[src/rtl/i2c_enable_divider_pkg.sv]
package i2c_enable_divider_pkg;
  localparam int unsigned CFG_W    = 16;
  localparam int unsigned DIVA_LSB = 14;
  localparam int unsigned DIVA_W   = 2;
  localparam int unsigned DIVB_LSB = 8;
  localparam int unsigned DIVB_W   = 6;
  localparam int unsigned SCL_HALF = 11;
endpackage

[src/rtl/i2c_div_cfg_watch.sv]
module i2c_div_cfg_watch #(
  parameter int unsigned CFG_W    = 16,
  parameter int unsigned DIVA_LSB = 14,
  parameter int unsigned DIVA_W   = 2,
  parameter int unsigned DIVB_LSB = 8,
  parameter int unsigned DIVB_W   = 6
) (
  input  logic              clk_i,
  input  logic              rst_ni,
  input  logic              ctrl_en_i,
  input  logic [CFG_W-1:0]  cfg_word_i,
  output logic [DIVA_W-1:0] diva_o,
  output logic [DIVB_W-1:0] divb_o,
  output logic              restart_o
);
  logic [DIVA_W-1:0] diva_new, diva_q;
  logic [DIVB_W-1:0] divb_new, divb_q;
  logic              changed;

  always_comb begin
    diva_new  = cfg_word_i[DIVA_LSB +: DIVA_W];
    divb_new  = cfg_word_i[DIVB_LSB +: DIVB_W];
    changed   = (diva_new != diva_q) || (divb_new != divb_q);
    restart_o = changed || !ctrl_en_i;
  end

  always_ff @(posedge clk_i or negedge rst_ni) begin
    if (!rst_ni) begin
      diva_q <= '0;
      divb_q <= '0;
    end else if (changed) begin
      diva_q <= diva_new;
      divb_q <= divb_new;
    end
  end

  assign diva_o = diva_q;
  assign divb_o = divb_q;

  // held fields follow the configuration word one cycle later
  assert_fields_track_R2: assert property (@(posedge clk_i) disable iff (!rst_ni)
    1'b1 |=> (diva_q == $past(cfg_word_i[DIVA_LSB +: DIVA_W])) &&
             (divb_q == $past(cfg_word_i[DIVB_LSB +: DIVB_W])));
endmodule

[src/rtl/i2c_div_stage.sv]
module i2c_div_stage #(
  parameter int unsigned W = 2
) (
  input  logic         clk_i,
  input  logic         rst_ni,
  input  logic         restart_i,
  input  logic         step_i,
  input  logic [W-1:0] limit_i,
  output logic         wrap_o
);
  logic [W-1:0] cnt_q, cnt_d;
  logic         at_limit;

  always_comb begin
    at_limit = (cnt_q == limit_i);
    wrap_o   = step_i && !restart_i && at_limit;
    cnt_d    = cnt_q;
    if (restart_i)         cnt_d = '0;
    else if (step_i)       cnt_d = at_limit ? '0 : cnt_q + 1'b1;
  end

  always_ff @(posedge clk_i or negedge rst_ni) begin
    if (!rst_ni) cnt_q <= '0;
    else         cnt_q <= cnt_d;
  end

  // the count never passes the programmed limit
  assert_cnt_in_range_R3: assert property (@(posedge clk_i) disable iff (!rst_ni)
    !restart_i |-> cnt_q <= limit_i);
  // a restart always leaves the count at zero
  assert_restart_clears_R6: assert property (@(posedge clk_i) disable iff (!rst_ni)
    restart_i |=> cnt_q == '0);
endmodule

[src/rtl/i2c_scl_phase.sv]
module i2c_scl_phase #(
  parameter int unsigned HALF = 11
) (
  input  logic clk_i,
  input  logic rst_ni,
  input  logic restart_i,
  input  logic strobe_i,
  output logic tick_o,
  output logic scl_o
);
  localparam int unsigned CW = (HALF > 1) ? $clog2(HALF) : 1;
  localparam logic [CW-1:0] LAST = CW'(HALF - 1);

  logic [CW-1:0] ph_q, ph_d;
  logic          scl_q, scl_d, tick_q, tick_d;
  logic          half_done;

  always_comb begin
    half_done = strobe_i && (ph_q == LAST);
    ph_d   = ph_q;
    scl_d  = scl_q;
    tick_d = 1'b0;
    if (restart_i) begin
      ph_d  = '0;
      scl_d = 1'b0;
    end else if (strobe_i) begin
      ph_d = half_done ? '0 : ph_q + 1'b1;
      if (half_done) begin
        scl_d  = !scl_q;
        tick_d = 1'b1;
      end
    end
  end

  always_ff @(posedge clk_i or negedge rst_ni) begin
    if (!rst_ni) begin
      ph_q   <= '0;
      scl_q  <= 1'b0;
      tick_q <= 1'b0;
    end else begin
      ph_q   <= ph_d;
      scl_q  <= scl_d;
      tick_q <= tick_d;
    end
  end

  assign tick_o = tick_q;
  assign scl_o  = scl_q;

  // the half-period count stays below HALF
  assert_phase_bound_R8: assert property (@(posedge clk_i) disable iff (!rst_ni)
    ph_q <= LAST);
  // SCL only rises together with a tick
  assert_rise_has_tick_R9: assert property (@(posedge clk_i) disable iff (!rst_ni)
    $rose(scl_q) |-> tick_q);
endmodule

[src/rtl/i2c_enable_divider.sv]
module i2c_enable_divider
  import i2c_enable_divider_pkg::*;
#(
  parameter int unsigned CW      = CFG_W,
  parameter int unsigned A_LSB   = DIVA_LSB,
  parameter int unsigned A_W     = DIVA_W,
  parameter int unsigned B_LSB   = DIVB_LSB,
  parameter int unsigned B_W     = DIVB_W,
  parameter int unsigned HALF_SC = SCL_HALF
) (
  input  logic          clk_i,
  input  logic          rst_ni,
  input  logic          ctrl_en_i,
  input  logic [CW-1:0] cfg_word_i,
  output logic          en_strobe_o,
  output logic          scl_tick_o,
  output logic          scl_o
);
  logic [A_W-1:0] diva;
  logic [B_W-1:0] divb;
  logic           restart, pre_tick, en_comb;
  logic           en_q, en_d;

  i2c_div_cfg_watch #(
    .CFG_W(CW), .DIVA_LSB(A_LSB), .DIVA_W(A_W), .DIVB_LSB(B_LSB), .DIVB_W(B_W)
  ) u_cfg (
    .clk_i(clk_i), .rst_ni(rst_ni), .ctrl_en_i(ctrl_en_i), .cfg_word_i(cfg_word_i),
    .diva_o(diva), .divb_o(divb), .restart_o(restart)
  );

  i2c_div_stage #(.W(A_W)) u_stage_a (
    .clk_i(clk_i), .rst_ni(rst_ni), .restart_i(restart), .step_i(1'b1),
    .limit_i(diva), .wrap_o(pre_tick)
  );

  i2c_div_stage #(.W(B_W)) u_stage_b (
    .clk_i(clk_i), .rst_ni(rst_ni), .restart_i(restart), .step_i(pre_tick),
    .limit_i(divb), .wrap_o(en_comb)
  );

  i2c_scl_phase #(.HALF(HALF_SC)) u_scl (
    .clk_i(clk_i), .rst_ni(rst_ni), .restart_i(restart), .strobe_i(en_comb),
    .tick_o(scl_tick_o), .scl_o(scl_o)
  );

  always_comb en_d = en_comb;

  always_ff @(posedge clk_i or negedge rst_ni) begin
    if (!rst_ni) en_q <= 1'b0;
    else         en_q <= en_d;
  end

  assign en_strobe_o = en_q;

  // a disabled controller yields no strobe on the next cycle
  assert_quiet_when_off_R7: assert property (@(posedge clk_i) disable iff (!rst_ni)
    !ctrl_en_i |=> !en_strobe_o);
  // strobes are single-cycle unless both stages divide by one
  assert_no_back_to_back_R3: assert property (@(posedge clk_i) disable iff (!rst_ni)
    (en_strobe_o && !restart && (diva != '0 || divb != '0)) |=> !en_strobe_o);
  // each SCL tick sits on a strobe
  assert_tick_on_strobe_R9: assert property (@(posedge clk_i) disable iff (!rst_ni)
    scl_tick_o |-> en_strobe_o);
endmodule

[config.mk]
export PLATFORM = sky130hd
export DESIGN_NAME = i2c_enable_divider
export DESIGN_NICKNAME = d
export VERILOG_FILES = /design/src/rtl/i2c_enable_divider_pkg.sv /design/src/rtl/i2c_div_cfg_watch.sv /design/src/rtl/i2c_div_stage.sv /design/src/rtl/i2c_scl_phase.sv /design/src/rtl/i2c_enable_divider.sv
export SDC_FILE = /design/constraint.sdc
export NUM_CORES = 1
export LEC_CHECK = 0
export BUFFER_PORTS_ARGS = -buffer_cell sky130_fd_sc_hd__buf_2
export CORE_MARGIN = 1
export CORE_UTILIZATION = 55
export CTS_BUF_LIST = sky130_fd_sc_hd__clkbuf_8 sky130_fd_sc_hd__clkbuf_16
export CTS_CLUSTER_DIAMETER = 50
export DETAILED_ROUTE_END_ITERATION = 12
export PLACE_DENSITY = 0.77
export SYNTH_ARGS = -nofsm -noshare
export SYNTH_HDL_FRONTEND = slang
export SYNTH_SLANG_ARGS = --single-unit
export TNS_END_PERCENT = 10
[constraint.sdc]
create_clock -name clk_i -period 4.8 [get_ports clk_i]
set_input_delay 1.44 -clock clk_i [delete_from_list [all_inputs] [get_ports clk_i]]
set_output_delay 1.44 -clock clk_i [all_outputs]
set_load 0.01 [all_outputs]
==> flow_summary.yaml <==
outcome:
  outcome: "completed"
timing:
  timing.max_slew.rel_slack: 0.602
  final.setup.tns_ns: 0
  max_slew.worst_pin.slew_ns: 0.596
  finalClockSkew_ns: 0.00482
  grt_setup_unrepaired: "false"
  period_share: 0.560
  min_period_ns: 2.69
  report.final.slew_viol_count: 0
  timing.fmax_mhz: 372
  report.final.hold_viol_count: 0
  setup-violations-final: 0
synthesis:
  syn-instance-count: 110
  post_synth_and_or_nand_nor_area_fraction: 0.202
  postSynth.asyncResetShare: 1.00
  synth_top_family_by_area: "simple AND/OR/NAND/NOR gates"
  yosys_register_bits: 23
  synth-xor-area-share: 0.153
  post_synth.cell_area_avg_um2: 10.3
  syn_area_um2: 1140
  synthDistinctLibCells: 28
  synth-adder-area-share: 0.0330
  synthMuxAreaShare: 0
  yosysWarnings: 0
  edff_count_synth: 0
  synth_top_flop_cell: "dfrtp_1"
  syn-num-nets: 132
  yosysSeqAreaShare: 0.507
  synth-compound-area-share: 0.0628
route:
  drt_iter0_markers: 21
  dr.pass1.iters: 4
  final_antenna_net_count: 0
  routed_wire_length_per_instance_um: 13.6
  finalWirelength_mm: 1.94
  route.vias.total: 781
  routed_via_density: 5.46
  remaining_drc_errors: 0
setup_path:
  worstSetupStartpointType: "primary input"
  critPathLaunch: "cfg_word_i[10]"
  critical_path.cell_chain: "buf_2 -> xor2_1 -> nor4_1 -> nand4_1 -> nor3_1"
  setup.worst_path.class: "primary input to register"
  critical-path-slowest-cell: "nand4_1"
  worst_path_largest_cell_delay_ns: 0.52
  rrSetupSlack_ns: 2.82
  worst-r2r-cell-count: 5
  worstPathArrival_ns: 2.86
  r2r_end: "u_scl.scl_o$_DFFE_PN0P_"
  timing.critical_path.required_ns: 4.97
  critical_path.endpoint_type: "register"
  crit_path_max_fanout: 13
  rr_startpoint: "u_stage_a.cnt_q[1]$_DFF_PN0_"
floorplanning:
  core_area_um2: 1940
  full_die_area_um2: 2250
  pin_count: 22
  placement_rows: 16
  floorplan.initialDensity: 0.585
  chipHeight_um: 47.5
  die_width_um: 47.5
cells_and_area:
  sequential_cell_area_um2: 576
  num_antenna_cells: 0
  layout_common_cells: "dfrtp_1, xor2_1, buf_2"
  fin_cells: 143
  n_fill_cell: 164
  fraction_of_layout_cells_with_a_size_suffix_above_1: 0.181
  area.growth.synth_to_final_pct: 9.14
  num-nets-final: 139
  mostFrequentLayoutCell: "dfrtp_1"
  multi_input_comb_area_um2: 512
clocking:
  h-tree-depth: 1
  cts-resized-gates: 0
  number_of_buffers_inserted_during_clock_tree_synthesis: 3
  max_buffers_root_to_sink: 2
  cts_hold_repair.buffers: 0
  cts.sinks: 23
  clock_latency_on_the_worst_skew_pair_ns: 0.26
  cts_tree: "done"
  cts-root-buf: "clkbuf_8"
  clk_transition_reported_paths_ns: 0.08
  postCtsSetupBuffers: 0
grt:
  number_of_antenna_violations_at_the_first_check_in_global_routing: 0
  grt_max_degree: 24
  number_of_global_route_vias_before_repair: 736
  globalRouteTotalUtil: 0.208
  grt_pass1_wl_mm: 3.10
  globalRoute.totalOverflow: 0
placed_design:
  place.port_buffers: 13
  dpl.cell_count: 139
  post-dp-hpwl_mm: 1.43
  gp_weighted_congestion: 0.767
worst_hold_path:
  hold_path_startpoint: "u_stage_a.cnt_q[0]$_DFF_PN0_"
  depth_of_the_worst_hold_timing_path: 1
  hold_end: "u_stage_a.cnt_q[0]$_DFF_PN0_"
  worst_hold_path_type: "register to register"
pwr:
  ir_worst_vdd_uv: 237
  pwr_density_cell_nw_per_um2: 274
  leakagePower_nw: 0.555
job:
  timing.max_cap.violations: 0
## where the power goes
part	total, mW	switching [mW]	leakage, nW	internal [mW]
sequential	0.200	0.00322	0.303	0.197
clock	0.118	0.0603	0.0255	0.0579
combinational	0.0218	0.0127	0.226	0.00911
## through the flow
stage	utilization	hold slack, ns	setup slack, ns	power, mW	instance area, um^2
finish	0.639	0.516	2.11	0.340	1240
floorplan	-	0.478	2.31	0.217	1140
detailed placement	0.615	0.507	1.86	0.226	1190
global route	0.639	0.544	1.97	0.353	1240
global placement	0.615	0.498	1.90	0.226	1190
CTS	0.639	0.518	2.14	0.343	1240
## how the worst max path moves through the flow
stage                     depth (start not counted)  slack [ns]                      endpoint
after floorplan                                   5        2.31        u_scl.tick_o$_DFF_PN0_
after global placement                            5        1.90  u_stage_a.cnt_q[0]$_DFF_PN0_
after detailed placement                          6        1.86     u_scl.ph_q[3]$_DFFE_PN0P_
after CTS                                         6        2.14     u_scl.ph_q[3]$_DFFE_PN0P_
after global routing                              5        1.97        u_scl.tick_o$_DFF_PN0_
final                                             5        2.11     u_scl.ph_q[2]$_DFFE_PN0P_
## cell families after synthesis
| group | count (synthesis) |
|---|---|
| XOR/XNOR | 19 |
| flip-flops | 23 |
| AO/OA/AOI/OAI | 11 |
| buffers and inverters | 13 |
| adder cells (fa/ha/maj) | 3 |
| AND/OR/NAND/NOR | 41 |
## worst max-delay path, delay by kind of cell
| kind | cells | cell delay (ns) |
|---|---|---|
| xor gates and xnor gates | 1 | 0.15 |
| buffers and inverters | 1 | 0.11 |
| and+or+nand+nor | 3 | 1.15 |
## synthesized netlist by cell type (all sizes together), types with 2 or more instances
cell type / n / area [um^2]
a21oi: 6 / 30.0
and3: 2 / 12.5
clkbuf: 11 / 41.3
dfrtp: 23 / 576
ha: 3 / 37.5
nand2: 11 / 41.3
nand3: 2 / 10.0
nand4: 4 / 25.0
nor2: 6 / 22.5
nor3: 5 / 25.0
nor4: 3 / 40.0
or2: 2 / 12.5
or3: 4 / 25.0
xnor2: 4 / 35.0
xor2: 15 / 139
## flip-flops by register name (all words and copies together), names as in the netlist
signal / cells
u_cfg.divb_o: 6
u_scl.scl_o: 1
u_stage_b.cnt_q: 6
u_stage_a.cnt_q: 2
u_cfg.diva_o: 2
u_scl.ph_q: 4
en_strobe_o: 1
u_scl.tick_o: 1
## layout make-up
cell class	instances	share of cell area
flip-flops and latches	23	0.464
multi-input cells	74	0.413
repair buffers	13	0.0525
clock buffers	3	0.0333
well taps	27	0.0272
inverters	2	0.00605
clock inverters	1	0.00404
## metal layers
layer	up-vias	wire length [um]	GRT usage
li1	386	-	-
met1	376	851	0.244
met2	15	985	0.359
met3	4	66	0.0566
met4	0	36	0.0857
met5	-	0	0
No activity file was read; power rests on OpenSTA's default activity.
